--- config.mk ---
export PLATFORM = sky130hd
export DESIGN_NAME = dma_xact_ctrl
export DESIGN_NICKNAME = d
export VERILOG_FILES = /design/src/rtl/dma_xact_pkg.sv /design/src/rtl/dma_cmd_decode.sv /design/src/rtl/dma_rsp_match.sv /design/src/rtl/dma_issue_timer.sv /design/src/rtl/dma_xact_ctrl.sv
export SDC_FILE = /design/constraint.sdc
export NUM_CORES = 1
export LEC_CHECK = 0
export BUFFER_PORTS_ARGS = -buffer_cell sky130_fd_sc_hd__buf_2
export CAP_MARGIN = 5
export CORE_ASPECT_RATIO = 0.5
export CORE_MARGIN = 5
export CORE_UTILIZATION = 25
export DETAILED_ROUTE_END_ITERATION = 7
export SYNTH_ARGS = -nofsm -noshare
export SYNTH_HDL_FRONTEND = slang
export SYNTH_HIERARCHICAL = 1
export SYNTH_SLANG_ARGS = --single-unit
--- constraint.sdc ---
create_clock -name clk -period 6.4 [get_ports clk]
set_input_delay 1.28 -clock clk [delete_from_list [all_inputs] [get_ports clk]]
set_output_delay 1.28 -clock clk [all_outputs]
set_load 0.1 [all_outputs]
--- src/rtl/dma_xact_pkg.sv ---
package dma_xact_pkg;

  typedef enum logic [1:0] {
    ST_IDLE    = 2'd0,
    ST_BUSY_RD = 2'd1,
    ST_BUSY_WR = 2'd2
  } xact_state_e;

  localparam logic [1:0] CMD_LOAD  = 2'b01;
  localparam logic [1:0] CMD_STORE = 2'b10;
  localparam logic [1:0] RSP_DATA  = 2'b01;
  localparam logic [1:0] RSP_ACK   = 2'b10;

endpackage

--- src/rtl/dma_cmd_decode.sv ---
module dma_cmd_decode
  import dma_xact_pkg::*;
(
  input  logic [1:0] kind,
  output logic       is_load,
  output logic       is_store,
  output logic       is_bad
);

  always_comb begin
    is_load  = (kind == CMD_LOAD);
    is_store = (kind == CMD_STORE);
    is_bad   = !(is_load || is_store);
  end

endmodule

--- src/rtl/dma_rsp_match.sv ---
module dma_rsp_match
  import dma_xact_pkg::*;
#(
  parameter int LADDR_W = 26
) (
  input  xact_state_e        state,
  input  logic               rsp_valid,
  input  logic [1:0]         rsp_kind,
  input  logic [LADDR_W-1:0] rsp_laddr,
  input  logic [LADDR_W-1:0] saved_laddr,
  output logic               take,
  output logic               fin_rd,
  output logic               fin_wr,
  output logic               bad,
  output logic               addr_miss
);

  logic kind_known;

  always_comb begin
    kind_known = (rsp_kind == RSP_DATA) || (rsp_kind == RSP_ACK);
    bad        = rsp_valid && !kind_known;
    fin_rd     = rsp_valid && (state == ST_BUSY_RD) && (rsp_kind == RSP_DATA);
    fin_wr     = rsp_valid && (state == ST_BUSY_WR) && (rsp_kind == RSP_ACK);
    take       = bad || fin_rd || fin_wr;
    addr_miss  = (fin_rd || fin_wr) && (rsp_laddr != saved_laddr);
  end

endmodule

--- src/rtl/dma_issue_timer.sv ---
module dma_issue_timer #(
  parameter int ISSUE_DLY = 6
) (
  input  logic clk,
  input  logic rst,
  input  logic start,
  output logic fire
);

  generate
    if (ISSUE_DLY == 1) begin : g_direct
      always_ff @(posedge clk) begin
        if (rst) fire <= 1'b0;
        else     fire <= start;
      end
    end else begin : g_count
      localparam int CW = $clog2(ISSUE_DLY);
      logic [CW-1:0] cnt;
      always_ff @(posedge clk) begin
        if (rst) begin
          cnt  <= '0;
          fire <= 1'b0;
        end else begin
          fire <= (cnt == CW'(1));
          if (start)            cnt <= CW'(ISSUE_DLY - 1);
          else if (cnt != '0)   cnt <= cnt - CW'(1);
        end
      end
    end
  endgenerate

endmodule

--- src/rtl/dma_xact_ctrl.sv ---
module dma_xact_ctrl
  import dma_xact_pkg::*;
#(
  parameter int              PADDR_W   = 32,
  parameter int              LADDR_W   = 26,
  parameter int              LEN_W     = 8,
  parameter int              DATA_W    = 64,
  parameter int              ID_W      = 4,
  parameter logic [ID_W-1:0] SRC_ID    = 4'h5,
  parameter int              ISSUE_DLY = 6
) (
  input  logic               clk,
  input  logic               rst,
  input  logic               cmd_valid,
  output logic               cmd_ready,
  input  logic [1:0]         cmd_kind,
  input  logic [PADDR_W-1:0] cmd_paddr,
  input  logic [LADDR_W-1:0] cmd_laddr,
  input  logic [LEN_W-1:0]   cmd_len,
  input  logic [DATA_W-1:0]  cmd_data,
  output logic               req_valid,
  output logic               req_kind,
  output logic [PADDR_W-1:0] req_paddr,
  output logic [LADDR_W-1:0] req_laddr,
  output logic [LEN_W-1:0]   req_len,
  output logic [DATA_W-1:0]  req_data,
  output logic [ID_W-1:0]    req_src_id,
  input  logic               rsp_valid,
  output logic               rsp_ready,
  input  logic [1:0]         rsp_kind,
  input  logic [LADDR_W-1:0] rsp_laddr,
  input  logic [DATA_W-1:0]  rsp_data,
  output logic               rd_done,
  output logic [DATA_W-1:0]  rd_data,
  output logic               wr_done,
  output logic               err_kind,
  output logic               err_addr
);

  xact_state_e state;
  logic is_load, is_store, is_bad;
  logic accept, start;
  logic fin_rd, fin_wr, rsp_bad, addr_miss;

  dma_cmd_decode u_dec (
    .kind     (cmd_kind),
    .is_load  (is_load),
    .is_store (is_store),
    .is_bad   (is_bad)
  );

  dma_rsp_match #(.LADDR_W(LADDR_W)) u_match (
    .state       (state),
    .rsp_valid   (rsp_valid),
    .rsp_kind    (rsp_kind),
    .rsp_laddr   (rsp_laddr),
    .saved_laddr (req_laddr),
    .take        (rsp_ready),
    .fin_rd      (fin_rd),
    .fin_wr      (fin_wr),
    .bad         (rsp_bad),
    .addr_miss   (addr_miss)
  );

  dma_issue_timer #(.ISSUE_DLY(ISSUE_DLY)) u_timer (
    .clk   (clk),
    .rst   (rst),
    .start (start),
    .fire  (req_valid)
  );

  assign cmd_ready  = (state == ST_IDLE);
  assign accept     = cmd_valid && cmd_ready;
  assign start      = accept && !is_bad;
  assign req_src_id = SRC_ID;

  always_ff @(posedge clk) begin
    if (rst) begin
      state    <= ST_IDLE;
      rd_done  <= 1'b0;
      wr_done  <= 1'b0;
      err_kind <= 1'b0;
      err_addr <= 1'b0;
    end else begin
      rd_done <= fin_rd;
      wr_done <= fin_wr;
      if (start)                 state <= is_load ? ST_BUSY_RD : ST_BUSY_WR;
      else if (fin_rd || fin_wr) state <= ST_IDLE;
      if ((accept && is_bad) || rsp_bad) err_kind <= 1'b1;
      if (addr_miss)                     err_addr <= 1'b1;
    end
  end

  always_ff @(posedge clk) begin
    if (start) begin
      req_kind  <= is_store;
      req_paddr <= cmd_paddr;
      req_laddr <= cmd_laddr;
      req_len   <= cmd_len;
      req_data  <= cmd_data;
    end
    if (fin_rd) rd_data <= rsp_data;
  end

endmodule

==> metrics <==
Slew headroom=a little over two fifths; # Post-CTS Setup Buffers=0; CTS sink cnt=between 200 and 250; DRC errors left=0; Port Buffers=429; Setup Skew=between 6 and 7 ps; synthesized flop and latch total=between 200 and 250; WHS=about 460 ps; commonest non-fill, non-tap cells in the layout=429 x buf_2, 195 x edfxtp_1, 21 x clkbuf_16; chip width=about 240 µm; worst slack, placed=roughly 2600 ps; Startpoint Class=input pin; Data required, critical path=a little over 5000 ps; Starting Density=around 25%; die height=~130 µm; final hold violation count=0; post-synthesis instance area=between 6000 and 7000 µm²; Async S/R FF share, synth=0%; post-CTS sizing=0; hold path endpoint=err_addr$_SDFFE_PP0P_; sequential element share of the synthesized area=about nine tenths; GRT Total Usage=approximately an eighth; Mapped Cells=290; share of layout cells above drive strength 1=between 60% and 70%; Final period util=60.3%; hold_sp=err_addr$_SDFFE_PP0P_; Worst R2R Setup Slack=about 4000 ps; top_reg_cell synth=edfxtp_1; TritonCTS clock tree=yes; fin. max-slew vios=0; hold-critical path depth=2; clock latency on the worst-skew pair=between 400 and 500 ps; final setup fails=0; status=finished clean; fillers=2,549; vias in the first global route=between 4,000 and 5,000; routability congestion estimate=0.816; Post-synth EDFFs=~200; final setup TNS=0 ps; P_leak=around 4.1 nW; clk root buf=clkbuf_16; initial DRC count=approximately 200; crit-path max FO=5; clock tree buffer depth=3; syn avg cell area=about 23 µm²; Worst-path clk slew=60 ps; Unique masters post-synth=31; HP Class=register to register; main area contributors after synthesis=edfxtp_1 87%, dfxtp_1 3.0%, xnor2_1 1.8%; Post-Route WL=~22,000 µm; post-DR wirelength/cell=roughly 20 µm; max-cap violations=0; VDD IR-drop max=about 0.13 mV; RSZ-0062 raised after global routing=false; htree depth=1; total gr overflow=0; TritonCTS Buffers=21; initial antenna violation count=6; floorplan row count=42; Fmax achieved=about 0.26 GHz; vias per inst=~3.9; die area=around 30,000 µm²; largest net degree at the start of global routing=73; iteration count of the initial detailed-routing pass=4; r2r startpoint=state[1]$_SDFFE_PP0P_; post-route minimum period=roughly 3900 ps; DP Wirelength=17,300 µm; share of the synthesized area in the top cell type=a little under 90%; kind of end point of the critical path=output port; first-pass GRT wire length=30,400 µm; YS warnings=6; Worst Max-Slew Pin Slew=about 850 ps; vias=~4,400; Final WS setup=2540 ps; Yosys top cell by area=edfxtp_1; capturing point of the worst reg2reg path=req_paddr[4]$_DFFE_PP_; final net count=about 980; Detail Route Antenna Nets=0; PwrDens=336 nW/µm²; Area Overhead vs Synth=47.7%; most common cell after layout, fill and taps aside=buf_2; Worst R2R Path Depth=3; Crit path arrival time=2580 ps; # IOs=434; critical path type=input pin to output port; Core Area=~26,000 µm²; Power Total=approximately 3.3 mW; # hold bufs at CTS=0
-- synthesized netlist by cell type, types with 2 or more instances --
master	count
nand4_1	3
xnor2_1	14
xor2_1	12
inv_1	8
nor2_1	5
dfxtp_1	10
conb_1	2
ha_1	7
nor3b_1	2
and4b_1	2
nor2b_1	3
buf_4	4
nor4_1	4
nand2b_1	2
or4b_2	2
edfxtp_1	195
-- power by group --
part	internal, mW	switching [mW]	leakage [nW]
combinational	0.127	0.530	1.97
sequential	1.55	0.0294	1.88
clock	0.602	0.492	0.290
-- flip-flops by register name, indices dropped and copies added, names as in the netlist --
register             flops
err_addr                 1
err_kind                 1
rd_data                 64
rd_done                  1
req_data                64
req_kind                 1
req_laddr               26
req_len                  8
req_paddr               32
state                    2
u_timer/fire             1
u_timer/g_count.cnt      3
wr_done                  1
-- worst max path at each step --
stage	from	endpoint	cells past startpoint
global placement	rsp_kind[0]	rsp_ready	6
floorplan	rsp_kind[1]	rsp_ready	4
finish	rsp_kind[0]	rsp_ready	6
global route	rsp_kind[0]	rsp_ready	6
detailed placement	rsp_kind[0]	rsp_ready	6
CTS	rsp_kind[0]	rsp_ready	6
-- kinds of logic (layout without fill, tap and decap cells) --
kind of cell	after synthesis	count (layout)	synth area share, %
simple gates	31	31	3.21
buf+inv	12	474	0.895
xor+xnor	26	26	3.39
flops	205	205	90.2
fa+ha+maj	7	7	1.30
compound gates	7	7	0.894
other cells	2	8	0.112
-- critical path, cell delays in order --
cell and delay (ps):
buf_2 130, inv_1 60, ha_1 190, and4b_1 230, or3_1 390, buf_2 300
-- per-layer routing --
layer	track usage (%)	vias to the layer above	part of all wire, %
li1	-	2032	-
met1	14.9	2170	37
met2	24.4	118	55
met3	3.32	42	4.5
met4	4.63	0	3.1
met5	0	-	0
-- per-stage QoR --
step | utilization (%) | instance area [µm²] | cells
6_report | 37.5 | 9920 | 1110
3_3_place_gp | 35.2 | 9310 | 1071
5_1_grt | 37.5 | 9920 | 1110
4_1_cts | 37.5 | 9910 | 1106
3_5_place_dp | 35.2 | 9310 | 1071
2_1_floorplan | - | 6720 | 292
-- layout make-up --
cell class	instances	area, µm²	share of cell area [%]
diodes	4	10.0	0.101
clock buffers	25	541	5.45
clock inverters	10	55.1	0.555
inverters	8	32.5	0.328
multi-input cells	75	607	6.12
flip-flops and latches	205	6060	61.1
well taps	352	440	4.44
repair buffers	431	2170	21.9
Power figures use the tool's default switching activity.
